File: src/rtl/slc_pkg.sv
package slc_pkg;

    localparam int EMB_MAX  = 2;
    localparam int CODE_W   = 2 * EMB_MAX;
    localparam int LANES    = 2;

    typedef enum logic {
        EMB_AT_LSB = 1'b0,
        EMB_AT_MSB = 1'b1
    } emb_pos_e;

    // lane 0 (I) takes the high half of the code, lane 1 (Q) the low half
    function automatic logic [EMB_MAX-1:0] lane_emb(
        input logic [CODE_W-1:0] code,
        input logic              two_bit,
        input int                lane
    );
        logic [EMB_MAX-1:0] r;
        if (two_bit)
            r = (lane == 0) ? code[3:2] : code[1:0];
        else
            r = (lane == 0) ? {1'b0, code[1]} : {1'b0, code[0]};
        return r;
    endfunction

    function automatic logic [CODE_W-1:0] shift_amt(
        input logic [CODE_W-1:0] code,
        input logic              two_bit
    );
        return two_bit ? code : {2'b00, code[1:0]};
    endfunction

endpackage

File: src/rtl/slc_shift_sat.sv
module slc_shift_sat #(
    parameter int IN_W  = 24,
    parameter int OUT_W = 12
) (
    input  logic [IN_W-1:0]            smp,
    input  logic [slc_pkg::CODE_W-1:0] shamt,
    input  logic                       two_bit,
    output logic [OUT_W-1:0]           val
);
    localparam int XW = IN_W + 1;
    localparam logic signed [XW-1:0] HI_ONE = XW'((1 << (OUT_W - 2)) - 1);
    localparam logic signed [XW-1:0] LO_ONE = ~HI_ONE;
    localparam logic signed [XW-1:0] HI_TWO = XW'((1 << (OUT_W - 3)) - 1);
    localparam logic signed [XW-1:0] LO_TWO = ~HI_TWO;

    logic signed [XW-1:0] ext, half, sum, shf, hi, lo, sat;

    always_comb begin
        ext  = {smp[IN_W-1], smp};
        half = (shamt == '0) ? '0 : (XW'(1) << (shamt - 4'd1));
        sum  = ext + half;
        shf  = sum >>> shamt;
        hi   = two_bit ? HI_TWO : HI_ONE;
        lo   = two_bit ? LO_TWO : LO_ONE;
        if (shf > hi)
            sat = hi;
        else if (shf < lo)
            sat = lo;
        else
            sat = shf;
        val = sat[OUT_W-1:0];
    end

endmodule

File: src/rtl/slc_pack.sv
module slc_pack #(
    parameter int OUT_W = 12
) (
    input  logic [OUT_W-1:0]            val,
    input  logic [slc_pkg::EMB_MAX-1:0] emb,
    input  logic                        two_bit,
    input  slc_pkg::emb_pos_e           pos,
    output logic [OUT_W-1:0]            word
);
    localparam int DW1 = OUT_W - 1;
    localparam int DW2 = OUT_W - 2;

    always_comb begin
        unique case ({two_bit, pos})
            {1'b0, slc_pkg::EMB_AT_MSB}: word = {emb[0], val[DW1-1:0]};
            {1'b0, slc_pkg::EMB_AT_LSB}: word = {val[DW1-1:0], emb[0]};
            {1'b1, slc_pkg::EMB_AT_MSB}: word = {emb, val[DW2-1:0]};
            default:                     word = {val[DW2-1:0], emb};
        endcase
    end

endmodule

File: src/rtl/slc_embed_fmt.sv
module slc_embed_fmt #(
    parameter int IN_W  = 24,
    parameter int OUT_W = 12
) (
    input  logic                       clk,
    input  logic                       rst_n,
    input  logic                       in_vld,
    input  logic [IN_W-1:0]            in_i,
    input  logic [IN_W-1:0]            in_q,
    input  logic [slc_pkg::CODE_W-1:0] slc_code,
    input  logic                       cfg_two_bit,
    input  logic                       cfg_msb,
    output logic                       out_vld,
    output logic [OUT_W-1:0]           out_i,
    output logic [OUT_W-1:0]           out_q
);
    import slc_pkg::*;

    typedef struct packed {
        logic              s1_vld;
        logic [IN_W-1:0]   s1_i;
        logic [IN_W-1:0]   s1_q;
        logic [CODE_W-1:0] s1_code;
        logic              s1_two;
        emb_pos_e          s1_pos;
        logic              o_vld;
        logic [OUT_W-1:0]  o_i;
        logic [OUT_W-1:0]  o_q;
    } fmt_st_t;

    fmt_st_t st_d, st_q;

    logic [IN_W-1:0]    lane_smp  [LANES];
    logic [OUT_W-1:0]   lane_val  [LANES];
    logic [OUT_W-1:0]   lane_word [LANES];
    logic [EMB_MAX-1:0] lane_bits [LANES];
    logic [CODE_W-1:0]  shamt;

    assign lane_smp[0] = st_q.s1_i;
    assign lane_smp[1] = st_q.s1_q;
    assign shamt       = shift_amt(st_q.s1_code, st_q.s1_two);

    for (genvar g = 0; g < LANES; g++) begin : g_lane
        assign lane_bits[g] = lane_emb(st_q.s1_code, st_q.s1_two, g);

        slc_shift_sat #(.IN_W(IN_W), .OUT_W(OUT_W)) u_scale (
            .smp     (lane_smp[g]),
            .shamt   (shamt),
            .two_bit (st_q.s1_two),
            .val     (lane_val[g])
        );

        slc_pack #(.OUT_W(OUT_W)) u_pack (
            .val     (lane_val[g]),
            .emb     (lane_bits[g]),
            .two_bit (st_q.s1_two),
            .pos     (st_q.s1_pos),
            .word    (lane_word[g])
        );
    end

    always_comb begin
        st_d        = st_q;
        st_d.s1_vld = in_vld;
        if (in_vld) begin
            st_d.s1_i    = in_i;
            st_d.s1_q    = in_q;
            st_d.s1_code = slc_code;
            st_d.s1_two  = cfg_two_bit;
            st_d.s1_pos  = emb_pos_e'(cfg_msb);
        end
        st_d.o_vld = st_q.s1_vld;
        st_d.o_i   = st_q.s1_vld ? lane_word[0] : '0;
        st_d.o_q   = st_q.s1_vld ? lane_word[1] : '0;
    end

    always_ff @(posedge clk or negedge rst_n) begin
        if (!rst_n)
            st_q <= '0;
        else
            st_q <= st_d;
    end

    assign out_vld = st_q.o_vld;
    assign out_i   = st_q.o_i;
    assign out_q   = st_q.o_q;

endmodule

File: config.mk
export PLATFORM = sky130hd
export DESIGN_NAME = slc_embed_fmt
export DESIGN_NICKNAME = d
export VERILOG_FILES = /design/src/rtl/slc_pkg.sv /design/src/rtl/slc_shift_sat.sv /design/src/rtl/slc_pack.sv /design/src/rtl/slc_embed_fmt.sv
export SDC_FILE = /design/constraint.sdc
export NUM_CORES = 1
export LEC_CHECK = 0
export ABC_AREA = 1
export BUFFER_PORTS_ARGS = -buffer_cell sky130_fd_sc_hd__buf_2
export CAP_MARGIN = 10
export CELL_PAD_IN_SITES_DETAIL_PLACEMENT = 0
export CELL_PAD_IN_SITES_GLOBAL_PLACEMENT = 1
export CORE_MARGIN = 5
export CORE_UTILIZATION = 46
export CTS_CLUSTER_SIZE = 16
export DETAILED_ROUTE_END_ITERATION = 10
export GPL_TIMING_DRIVEN = 0
export PLACE_DENSITY_LB_ADDON = 0.1
export SYNTH_ARGS = -nofsm -noshare
export SYNTH_HDL_FRONTEND = slang
export SYNTH_SLANG_ARGS = --single-unit
File: constraint.sdc
create_clock -name clk -period 7.15 [get_ports clk]
set_clock_uncertainty 0.15 [all_clocks]
set_input_delay 0.715 -clock clk [delete_from_list [all_inputs] [get_ports clk]]
set_output_delay 0.715 -clock clk [all_outputs]
set_load 0.02 [all_outputs]
* Yosys cells after proc, flatten, opt, wreduce, memory -nomap -nowiden
Index checks and enable logic that the tools add are counted.
** Storage, ports and cells
- Memories :: 0
- Register bits after elaboration :: 80
- Word-level logic and storage cells :: 37
- ROM bits :: 0
- RAM bits :: 0
- Bits in latches :: 0
** Operators by class
- Reductions and logical operators :: 2
- Divide/modulo/power cells :: 0
- Add/sub/neg operators :: 3
- $mul :: 0
- Shift-type cells :: 3
- $lt $le $gt $ge :: 4
- Muxes and demuxes :: 14
- Bitwise gates (word level) :: 0
- Eq/ne operators :: 2
** Operators by type and width (number)
- case mux 12 bit (3 select lines) :: 2
- adder 24 x 25 -> 25 bit :: 2
- > comparator 25 x 11 -> 1 bit :: 2
- < comparator 25 x 11 -> 1 bit :: 2
- >>> shifter 25 x 4 -> 25 bit :: 2
- 2-to-1 mux 11 bit :: 4
- 2-to-1 mux 25 bit :: 1
- left shift 1 x 4 -> 25 bit (first input constant) :: 1
- 2-to-1 mux 12 bit :: 2
- 2-to-1 mux 10 bit :: 2
- logical NOT 4 bit :: 1
- 2-to-1 mux 2 bit :: 2
- 2-to-1 mux 4 bit :: 1
- subtractor 4 x 1 -> 4 bit (second input constant) :: 1
- equality test 2 x 1 -> 1 bit (second input constant) :: 1
- equality test 2 bit (second input constant) :: 1
- logical NOT 2 bit :: 1

* Logic depth before layout (Yosys ltp)
Gate-level depths: netlist of run 1.
- Depth in word-level cells :: 11
- Mapped depth :: 38
- Depth with buffers taken out :: 36

* By module
A second synthesis of run 1 with hierarchy kept.
** Second synthesis, totals
- Cell total of the unflattened synthesis :: 1849
- Area total of the unflattened synthesis :: 10236.1 µm²
** By module, submodules not included
- slc_shift_sat (g_lane[1].u_scale) :: cells each 700, area an instance 3293.2 µm², sequential area each 0.0 µm², instances 1
- slc_shift_sat (g_lane[0].u_scale) :: cells each 700, area an instance 3276.9 µm², sequential area each 0.0 µm², instances 1
- slc_embed_fmt :: cells each 337, area an instance 3128.0 µm², sequential area each 2001.9 µm², instances 1
- slc_pack :: cells each 56, area an instance 269.0 µm², sequential area each 0.0 µm², instances 2

* Worst setup path before layout of run 1
OpenSTA, ideal clock, no wires.
- Path type :: register to register
- From :: register st_q[26] (netlist name)
- To :: register st_q (netlist bit out_i[7])
- Clock period less this slack :: 4.642 ns
- Path buffers :: 5
- Setup time :: 0.120 ns
- Cell stages (with the launch flop) :: 33
- Path slack :: 2.508 ns
- Arrival :: 4.372 ns
- Required time :: 6.880 ns
- Cell sequence :: dfrtp_1 buf_6 nand2_4 buf_6 buf_2 buf_1 nor3_1 ha_1 nand2_1 inv_1 nand4_1 nor3_1 nand3_1 nand3_1 nand2_1 nand3_1 nand3_1 nand3_1 nand2_1 nand2_1 o21ai_0 ha_1 or2_2 nand3b_1 nor2_1 nand2_1 nor2_1 nand2_2 nand3_4 buf_6 nand2_1 o21ai_1 nor2_1
** RTL lines
- start, declared :: RTL line slc_embed_fmt.sv:31 : fmt_st_t st_d, st_q;
- start signal, assigned :: RTL line slc_embed_fmt.sv:81 : st_q <= st_d;

==> results.json, run 1 <==
{
  "worst_slack_ps": 614,
  "crit_arrival_ps": 6640,
  "wl_microns": 40200,
  "cts.sinks": 80,
  "placed_area_sq_um": 11200,
  "dieArea_sq_um": 25700,
  "start_util": 0.462,
  "antenna_left": 0,
  "postCtsHoldBufs": 0,
  "endpoint_kind": "register",
  "synth_cell_types": 45,
  "rows": 55,
  "hpwl_microns": 33300,
  "numCtsBuffers": 9,
  "core_sq_um": 22400,
  "period_share": 0.914,
  "r2r_slack_ps": 610,
  "total_power_mw": 2.06,
  "pre_cts_slack_ps": 815,
  "tightest_slew_ps": 1160,
  "slowest_stage": "nor3_1",
  "tns_ps": 0,
  "final_core_util": 0.511,
  "grt_usage": 0.311,
  "seq_area_frac_synth": 0.193,
  "crit_end": "out_i[8]",
  "vias": 12400,
  "cp-start-kind": "register",
  "rsz0062_at_grt": "no",
  "syn_area_sq_um": 10400,
  "drive_gt1_frac": 0.134,
  "drt_iter0_drc": 987,
  "timing.hold.ws_ps": 99.0,
  "first_global_vias": 11800,
  "outcome": "completed",
  "synthFlopType": "dfrtp_1",
  "report.final.setup_viol": 0,
  "post_cts_buffers": 0,
  "stdcell_count": 2213,
  "ir_worst_vdd_mv": 0.106,
  "vias_per_cell": 5.61,
  "r2r_cells": 33,
  "io_pins": 82,
  "avgSynthCellArea_sq_um": 5.67,
  "max_cap_viol_count": 0,
  "antenna_found_initial": 0,
  "place_congestion": 0.974,
  "grt-ovfl-total": 0,
  "yosys_warnings": 0,
  "cts_tree": "built",
  "synthArstFlopShare": 1.00,
  "layout.nets": 2004,
  "rr_endpoint": "out_i[8]",
  "die_w_microns": 160,
  "cp_max_fo": 10,
  "ys_ff_latch": 80,
  "yosys.area.top_type": "nand2_1",
  "slowest_delay_ps": 960,
  "period_needed_ps": 6540,
  "relSlewSlack": 0.230,
  "design_area_sq_um": 11500,
  "power.leakage_nw": 6.13,
  "slew_violations": 0,
  "startpoint": "st_q[26]",
  "dr.pass1.iters": 7,
  "clock_latency_ps": 380,
  "yosys-top-cells-area": "nand2_1 21%, dfrtp_1 19%, nand3_1 19%, inv_1 6.3%, nor2_1 4.6%",
  "crit_required_ps": 7250,
  "cts_buffer_depth": 2,
  "path_clk_slew_ps": 80,
  "regToRegStartpoint": "st_q[26]",
  "grt_max_degree": 57,
  "timing.critical_path.mode_cell": "nand2_1",
  "multi_input_area_sq_um": 7120,
  "cts_resized": 0,
  "fmax_mhz": 153,
  "n_antenna_cell": 0,
  "crit_type": "reg2reg",
  "synth.top_cell.area_share": 0.214,
  "route.detailed.wl_per_inst_microns": 18.2,
  "hold_class": "in2async",
  "synth-edff-count": 0,
  "ff_latch_area_sq_um": 2000,
  "die_h_microns": 160,
  "hold_violations": 0,
  "area_delta_synth_final_pct": 10.4,
  "syn_inst": 1829,
  "power_density_nw_per_um2": 180,
  "drc": 0,
  "nFillCells": 2543,
  "htreeDepth": 3,
  "root_buffer": "clkbuf_16",
  "numPortBuffers": 81,
  "grt_pass1_wl_microns": 63700,
  "dpl.cell_count": 2197
}
power breakdown:
| group | switching (mW) | total (mW) | internal (mW) | leakage [nW] |
|---|---|---|---|---|
| clock | 0.260 | 0.506 | 0.246 | 0.145 |
| sequential | 0.0318 | 0.530 | 0.498 | 0.971 |
| combinational | 0.699 | 1.03 | 0.326 | 5.02 |
| total | 0.991 | 2.06 | 1.07 | 6.13 |
cells in the final DEF, fill, tap and decap left out, drive strengths merged:
master and n:
nand4 29, ha 24, o21bai 3, mux2 17
o211ai 4, o2111ai 2, o21ai 89, buf 152
clkbuf 36, nor3b 2, o21a 3, clkinv 5
a21oi 43, and2 4, nand3 418, nand3b 5
a21boi 2, nor4 5, dfrtp 80, nor3 23
nor2 148, inv 191, xor2 7, o22ai 2
or2 3, nand2 624, conb 2, a22oi 5
registers in the layout, summed over array words and instances (netlist names):
signal / count
out_q: 12
out_vld: 1
st_q: 6
out_i: 12
st_d: 1
lane_smp: 48
how the worst min path moves through the flow:
stage / start / to / slack [ps] / cells after the start
floorplan: st_d[24] / out_vld / 240 / 0
global placement: lane_smp[15] / lane_smp[15] / 350 / 1
detailed placement: lane_smp[15] / lane_smp[15] / 360 / 1
CTS: rst_n / lane_smp[30] / 110 / 1
global route: rst_n / lane_smp[30] / 130 / 1
finish: rst_n / lane_smp[30] / 100 / 1
critical path, delay by kind of cell (launching register included):
kind | cells | cell delay, ps
adder cells (fa/ha/maj) | 2 | 680
buffers and inverters | 6 | 1150
flip-flops | 1 | 460
AO/OA/AOI/OAI | 5 | 860
AND/OR/NAND/NOR | 20 | 3090
routing by layer:
layer  up-vias  GRT usage  part of all wire
met4         0     0.0982             0.030
met1      5729      0.414              0.44
met5         -          0                 0
met3        78     0.0495             0.068
li1       6172          -                 -
met2       434      0.518              0.46
cell usage after synthesis (all sizes together) (7+ instances only):
cell,instances
nand2,624
nand3,418
inv,186
nor2,148
o21ai,89
dfrtp,80
buf,70
a21oi,43
nand4,29
clkbuf,27
ha,24
nor3,23
mux2,17
xor2,7
cell families after synthesis:
family          count (synthesis)  share of synthesized area
simple gates                 1261                      0.553
buf+inv                       286                      0.121
compound gates                153                     0.0792
flops                          80                      0.193
fa+ha+maj                      24                     0.0289
mux                            17                     0.0185
xor+xnor                        7                    0.00591
other cells                     1                   0.000361
layout make-up:
type,count,share of cell area
plain buffers,97,0.0473
clock buffers,9,0.0197
clock inverters,7,0.00546
well taps,285,0.0311
repair buffers,82,0.0380
multi-input cells,1464,0.621
inverters,189,0.0623
flip-flops and latches,80,0.175
(Power assumes the default switching activity.)
==> run 2, diff against run 1 <==
--- a/config.mk
+++ b/config.mk
@@ -11,7 +11,7 @@
 export CELL_PAD_IN_SITES_DETAIL_PLACEMENT = 0
 export CELL_PAD_IN_SITES_GLOBAL_PLACEMENT = 1
 export CORE_MARGIN = 5
-export CORE_UTILIZATION = 46
+export CORE_UTILIZATION = 40
 export CTS_CLUSTER_SIZE = 16
 export DETAILED_ROUTE_END_ITERATION = 10
 export GPL_TIMING_DRIVEN = 0
==> constraint.sdc (replaced) <==
create_clock -name clk -period 7.15 [get_ports clk]
set_clock_uncertainty 0.15 [all_clocks]
set_input_delay 0 -clock clk [delete_from_list [all_inputs] [get_ports clk]]
set_output_delay 0 -clock clk [all_outputs]
set_load 0.02 [all_outputs]
==> run 2 against run 1 <==
Combinational power is essentially flat; final cell count is 4.8% higher; hold slack worse by 92 ps; register-to-register slack lost 60 ps; clock-buffer cell count did not move; first-iteration DRC count grew 8.5%; total power grew 1.2%; die area increased by 14%; critical path type unchanged.
==> results.json, run 2 (synthesis gave the netlist of run 1 again) <==
{
  "power.leakage_nw": 6.37,
  "drt_iter0_drc": 1071,
  "post_cts_buffers": 0,
  "postCtsHoldBufs": 56,
  "numCtsBuffers": 9,
  "clock_latency_ps": 360,
  "hold_class": "in2async",
  "max_cap_viol_count": 0,
  "cts.sinks": 80,
  "slowest_delay_ps": 880,
  "crit_cells": 31,
  "path_clk_slew_ps": 70,
  "cts_tree": "built",
  "rr_endpoint": "out_i[8]",
  "endpoint_kind": "register",
  "drc": 0,
  "die_w_microns": 171,
  "cp-start-kind": "register",
  "io_pins": 82,
  "dpl.cell_count": 2247,
  "antenna_left": 0,
  "final_cell_mix": "591 x nand2_1, 399 x nand3_1, 174 x inv_1, 127 x nor2_1, 96 x buf_2",
  "slew_violations": 0,
  "placed_area_sq_um": 11200,
  "tns_ps": 0,
  "largest_reg_flops": 48,
  "crit_arrival_ps": 6680,
  "regToRegStartpoint": "st_q[26]",
  "hold_violations": 0,
  "core_sq_um": 25800,
  "vias": 12400,
  "cts_buffer_depth": 2,
  "grt_util_met1": 0.407,
  "r2r_cells": 31,
  "route.detailed.wl_per_inst_microns": 18.1,
  "ir_worst_vdd_mv": 0.0869,
  "numPortBuffers": 81,
  "period_share": 0.923,
  "power_density_nw_per_um2": 172,
  "cts_resized": 0,
  "slowest_stage": "nor3_1",
  "tightest_slew_ps": 1120,
  "grt_usage": 0.289,
  "vias_per_cell": 5.35,
  "use_met2": 0.458,
  "path_buf_inv": 5,
  "cp_max_fo": 10,
  "crit_type": "reg2reg",
  "stdcell_count": 2319,
  "period_needed_ps": 6600,
  "hpwl_microns": 34900,
  "first_global_vias": 11800,
  "rows": 59,
  "timing.critical_path.mode_cell": "nand2_1",
  "startpoint": "st_q[26]",
  "fmax_mhz": 152,
  "report.final.setup_viol": 0,
  "outcome": "completed",
  "grt_pass1_wl_microns": 66000,
  "dr.pass1.iters": 9,
  "root_buffer": "clkbuf_16",
  "grt_use_met3": 0.0469,
  "rsz0062_at_grt": "no",
  "wl_microns": 42000,
  "n_antenna_cell": 0,
  "grt-ovfl-total": 0,
  "antenna_found_initial": 0,
  "drive_gt1_frac": 0.130,
  "place_congestion": 0.962,
  "final_common_cell": "nand2_1",
  "design_area_sq_um": 12100,
  "htreeDepth": 3,
  "relSlewSlack": 0.253,
  "dieArea_sq_um": 29300,
  "total_power_mw": 2.08,
  "crit_required_ps": 7230,
  "cp_top_family": "simple AND/OR/NAND/NOR gates",
  "busiest_layer": "met2",
  "grt_max_degree": 45,
  "start_util": 0.403,
  "die_h_microns": 171,
  "area_delta_synth_final_pct": 16.5,
  "r2r_slack_ps": 550,
  "final_core_util": 0.469,
  "crit_end": "out_i[8]",
  "layout.nets": 2060
}
[run 2: cell type report]
class / count / area, sq um
clock inverters: 7 / 70.1
multi-input cells: 1464 / 7120
repair buffers: 138 / 996
well taps: 335 / 419
plain buffers: 97 / 542
clock buffers: 9 / 225
inverters: 189 / 714
fillers: 2890 / 13700
flip-flops and latches: 80 / 2000
[run 2: routing by layer]
layer,share of wire,vias up
met5,0,-
met4,0.028,0
met3,0.063,71
met2,0.44,420
met1,0.47,5643
li1,-,6280
[run 2: worst reg2reg max path: cells and delay by family, from the launching register on]
family / cells / cell delay, ps
AOI/OAI and AO/OA: 2 / 250
DFF: 1 / 460
and+or+nand+nor: 22 / 3970
adders and majority gates: 2 / 520
buffers and inverters: 5 / 1110
[run 2: worst min path at each step]
stage,from,to,cells after the start
5_1_grt,rst_n,lane_smp[34],2
3_5_place_dp,rst_n,lane_smp[34],1
4_1_cts,rst_n,lane_smp[34],2
3_3_place_gp,in_vld,st_d[24],1
6_report,rst_n,lane_smp[34],2
2_1_floorplan,rst_n,lane_smp[0],0
[run 2: metrics by stage]
| step | hold slack, ps | setup WS, ps |
|---|---|---|
| global placement | 35.4 | 634 |
| floorplan | -446 | 2510 |
| CTS | 12.2 | 659 |
| detailed placement | -144 | 682 |
| global route | 91.5 | 176 |
| finish | 7.42 | 550 |
[run 2: report_power, final]
part           total [mW]  switching [mW]  internal (mW)
sequential          0.531          0.0324          0.498
combinational        1.05           0.708          0.346
clock               0.500           0.228          0.272
==> run 3, diff against run 2 <==
--- a/config.mk
+++ b/config.mk
@@ -14,8 +14,8 @@
 export CORE_UTILIZATION = 40
 export CTS_CLUSTER_SIZE = 16
 export DETAILED_ROUTE_END_ITERATION = 10
-export GPL_TIMING_DRIVEN = 0
 export PLACE_DENSITY_LB_ADDON = 0.1
 export SYNTH_ARGS = -nofsm -noshare
 export SYNTH_HDL_FRONTEND = slang
 export SYNTH_SLANG_ARGS = --single-unit
+export TNS_END_PERCENT = 50
==> run 3 against run 2 <==
Total power is 3.8% lower; sequential share of layout area rose by 0.69 points; largest power group unchanged; core utilization fell by 1.8 points; clock-buffer cell count did not move; register-to-register slack improved by 850 ps; critical path depth fell by 2; final area shrank 3.9%; the run now ends with hold timing left; worst setup slack improved by 850 ps; clock power increased by 2%; maximum frequency rose by 15%; die area did not move.
==> results.json, run 3 (synthesis gave the netlist of run 1 again) <==
{
  "outcome": "complete, but fails checks",
  "violations": "hold timing",
  "start_util": 0.403,
  "cp_max_fo": 25,
  "drt_iter0_drc": 1065,
  "io_pins": 82,
  "area_delta_synth_final_pct": 12.0,
  "ir_worst_vdd_mv": 0.109,
  "crit_required_ps": 7250,
  "drc": 0,
  "cp-start-kind": "register",
  "whs_path_depth": 1,
  "tns_ps": 0,
  "timing.critical_path.mode_cell": "nand2_1",
  "die_w_microns": 171,
  "route.detailed.wl_per_inst_microns": 16.1,
  "slew_violations": 0,
  "die_h_microns": 171,
  "timing.hold.ws_ps": -10.3,
  "cp_top_family": "simple AND/OR/NAND/NOR gates",
  "fmax_mhz": 174,
  "grt_usage": 0.251,
  "slowest_stage": "dfrtp_1",
  "vias": 11800,
  "grt-ovfl-total": 0,
  "crit_type": "reg2reg",
  "grt_max_degree": 93,
  "power_density_nw_per_um2": 173,
  "drive_gt1_frac": 0.115,
  "hpwl_microns": 28200,
  "r2r_cells": 29,
  "dr.pass1.iters": 6,
  "dieArea_sq_um": 29300,
  "relSlewSlack": 0.368,
  "endpoint_kind": "register",
  "max_cap_viol_count": 0,
  "grt_pass1_wl_microns": 59300,
  "place_congestion": 0.970,
  "hp-start": "in_vld",
  "hold_class": "in2reg",
  "vias_per_cell": 5.28,
  "path_buf_inv": 2,
  "tightest_slew_ps": 944,
  "cts_tree": "built",
  "wl_microns": 35900,
  "period_share": 0.805,
  "slowest_delay_ps": 760,
  "core_sq_um": 25800,
  "numPortBuffers": 81,
  "n_antenna_cell": 0,
  "htreeDepth": 3,
  "regToRegStartpoint": "st_q[26]",
  "antenna_found_initial": 0,
  "layout.nets": 1972,
  "cts_buffer_depth": 2,
  "final_common_cell": "nand2_1",
  "hold_violations": 1,
  "clock_latency_ps": 370,
  "cts_resized": 0,
  "path_clk_slew_ps": 90,
  "rsz0062_at_grt": "no",
  "first_global_vias": 11100,
  "final_cell_mix": "591 x nand2_1, 399 x nand3_1, 174 x inv_1, 127 x nor2_1, 79 x buf_2",
  "root_buffer": "clkbuf_16",
  "largest_reg_flops": 48,
  "rows": 59,
  "period_needed_ps": 5750,
  "r2r_slack_ps": 1400,
  "whs_endpoint": "st_d[24]",
  "report.final.setup_viol": 0,
  "rr_endpoint": "out_i[11]",
  "cts.sinks": 80,
  "crit_arrival_ps": 5860,
  "numCtsBuffers": 9,
  "power.leakage_nw": 6.11,
  "antenna_left": 0
}
[run 3: cell types whose count changed in the layout (fill, tap and decap cells not counted), sizes merged]
cell    change
buf        -61
clkbuf     -27
clkinv      -1
inv         +1
[run 3: layout make-up]
| cell class | instances | area (sq um) |
|---|---|---|
| Tap cell | 335 | 419 |
| Multi-Input combinational cell | 1464 | 7120 |
| Inverter | 189 | 714 |
| Fill cell | 2899 | 14100 |
| Timing Repair Buffer | 147 | 1060 |
| Clock inverter | 7 | 77.6 |
| Clock buffer | 9 | 225 |
| Sequential cell | 80 | 2000 |
[run 3: worst max path at each step]
stage | from | endpoint | slack (ps) | cells past startpoint
6_report | st_q[26] | out_i[11] | 1400 | 29
5_1_grt | st_q[26] | out_q[2] | 980 | 31
4_1_cts | st_q[26] | out_i[11] | 1520 | 29
3_5_place_dp | st_q[26] | out_i[11] | 1550 | 29
3_3_place_gp | st_q[26] | out_i[11] | 1600 | 33
2_1_floorplan | st_q[26] | out_i[7] | 2510 | 32
[run 3: routing by layer]
metal / vias up / GRT usage / share of wire
li1: 6093 / - / -
met1: 5342 / 0.378 / 0.51
met2: 315 / 0.388 / 0.43
met3: 32 / 0.0287 / 0.053
met4: 0 / 0.0468 / 0.013
met5: - / 0 / 0
[run 3: repair_timing]
action / in CTS / in global routing
hold buffers: 57 / 0
buffers inserted: 0 / 0
endpoints found under the hold margin: 89 / 0
[run 3: where the power goes]
part / switching, mW / internal [mW] / total (mW)
clock: 0.236 / 0.275 / 0.512
sequential: 0.0438 / 0.498 / 0.542
combinational: 0.644 / 0.308 / 0.952
total: 0.925 / 1.08 / 2.01
[run 3: through the flow]
step / instance area [sq um] / power, mW / utilization / instances / worst slack, ps
after floorplan: 10400 / 1.25 / - / 1830 / 2510
after global placement: 10700 / 1.47 / 0.417 / 2158 / 1600
after detailed placement: 10700 / 1.47 / 0.417 / 2158 / 1550
after CTS: 11600 / 2.01 / 0.451 / 2231 / 1520
after global routing: 11600 / 2.17 / 0.451 / 2231 / 982
final: 11600 / 2.01 / 0.451 / 2231 / 1400
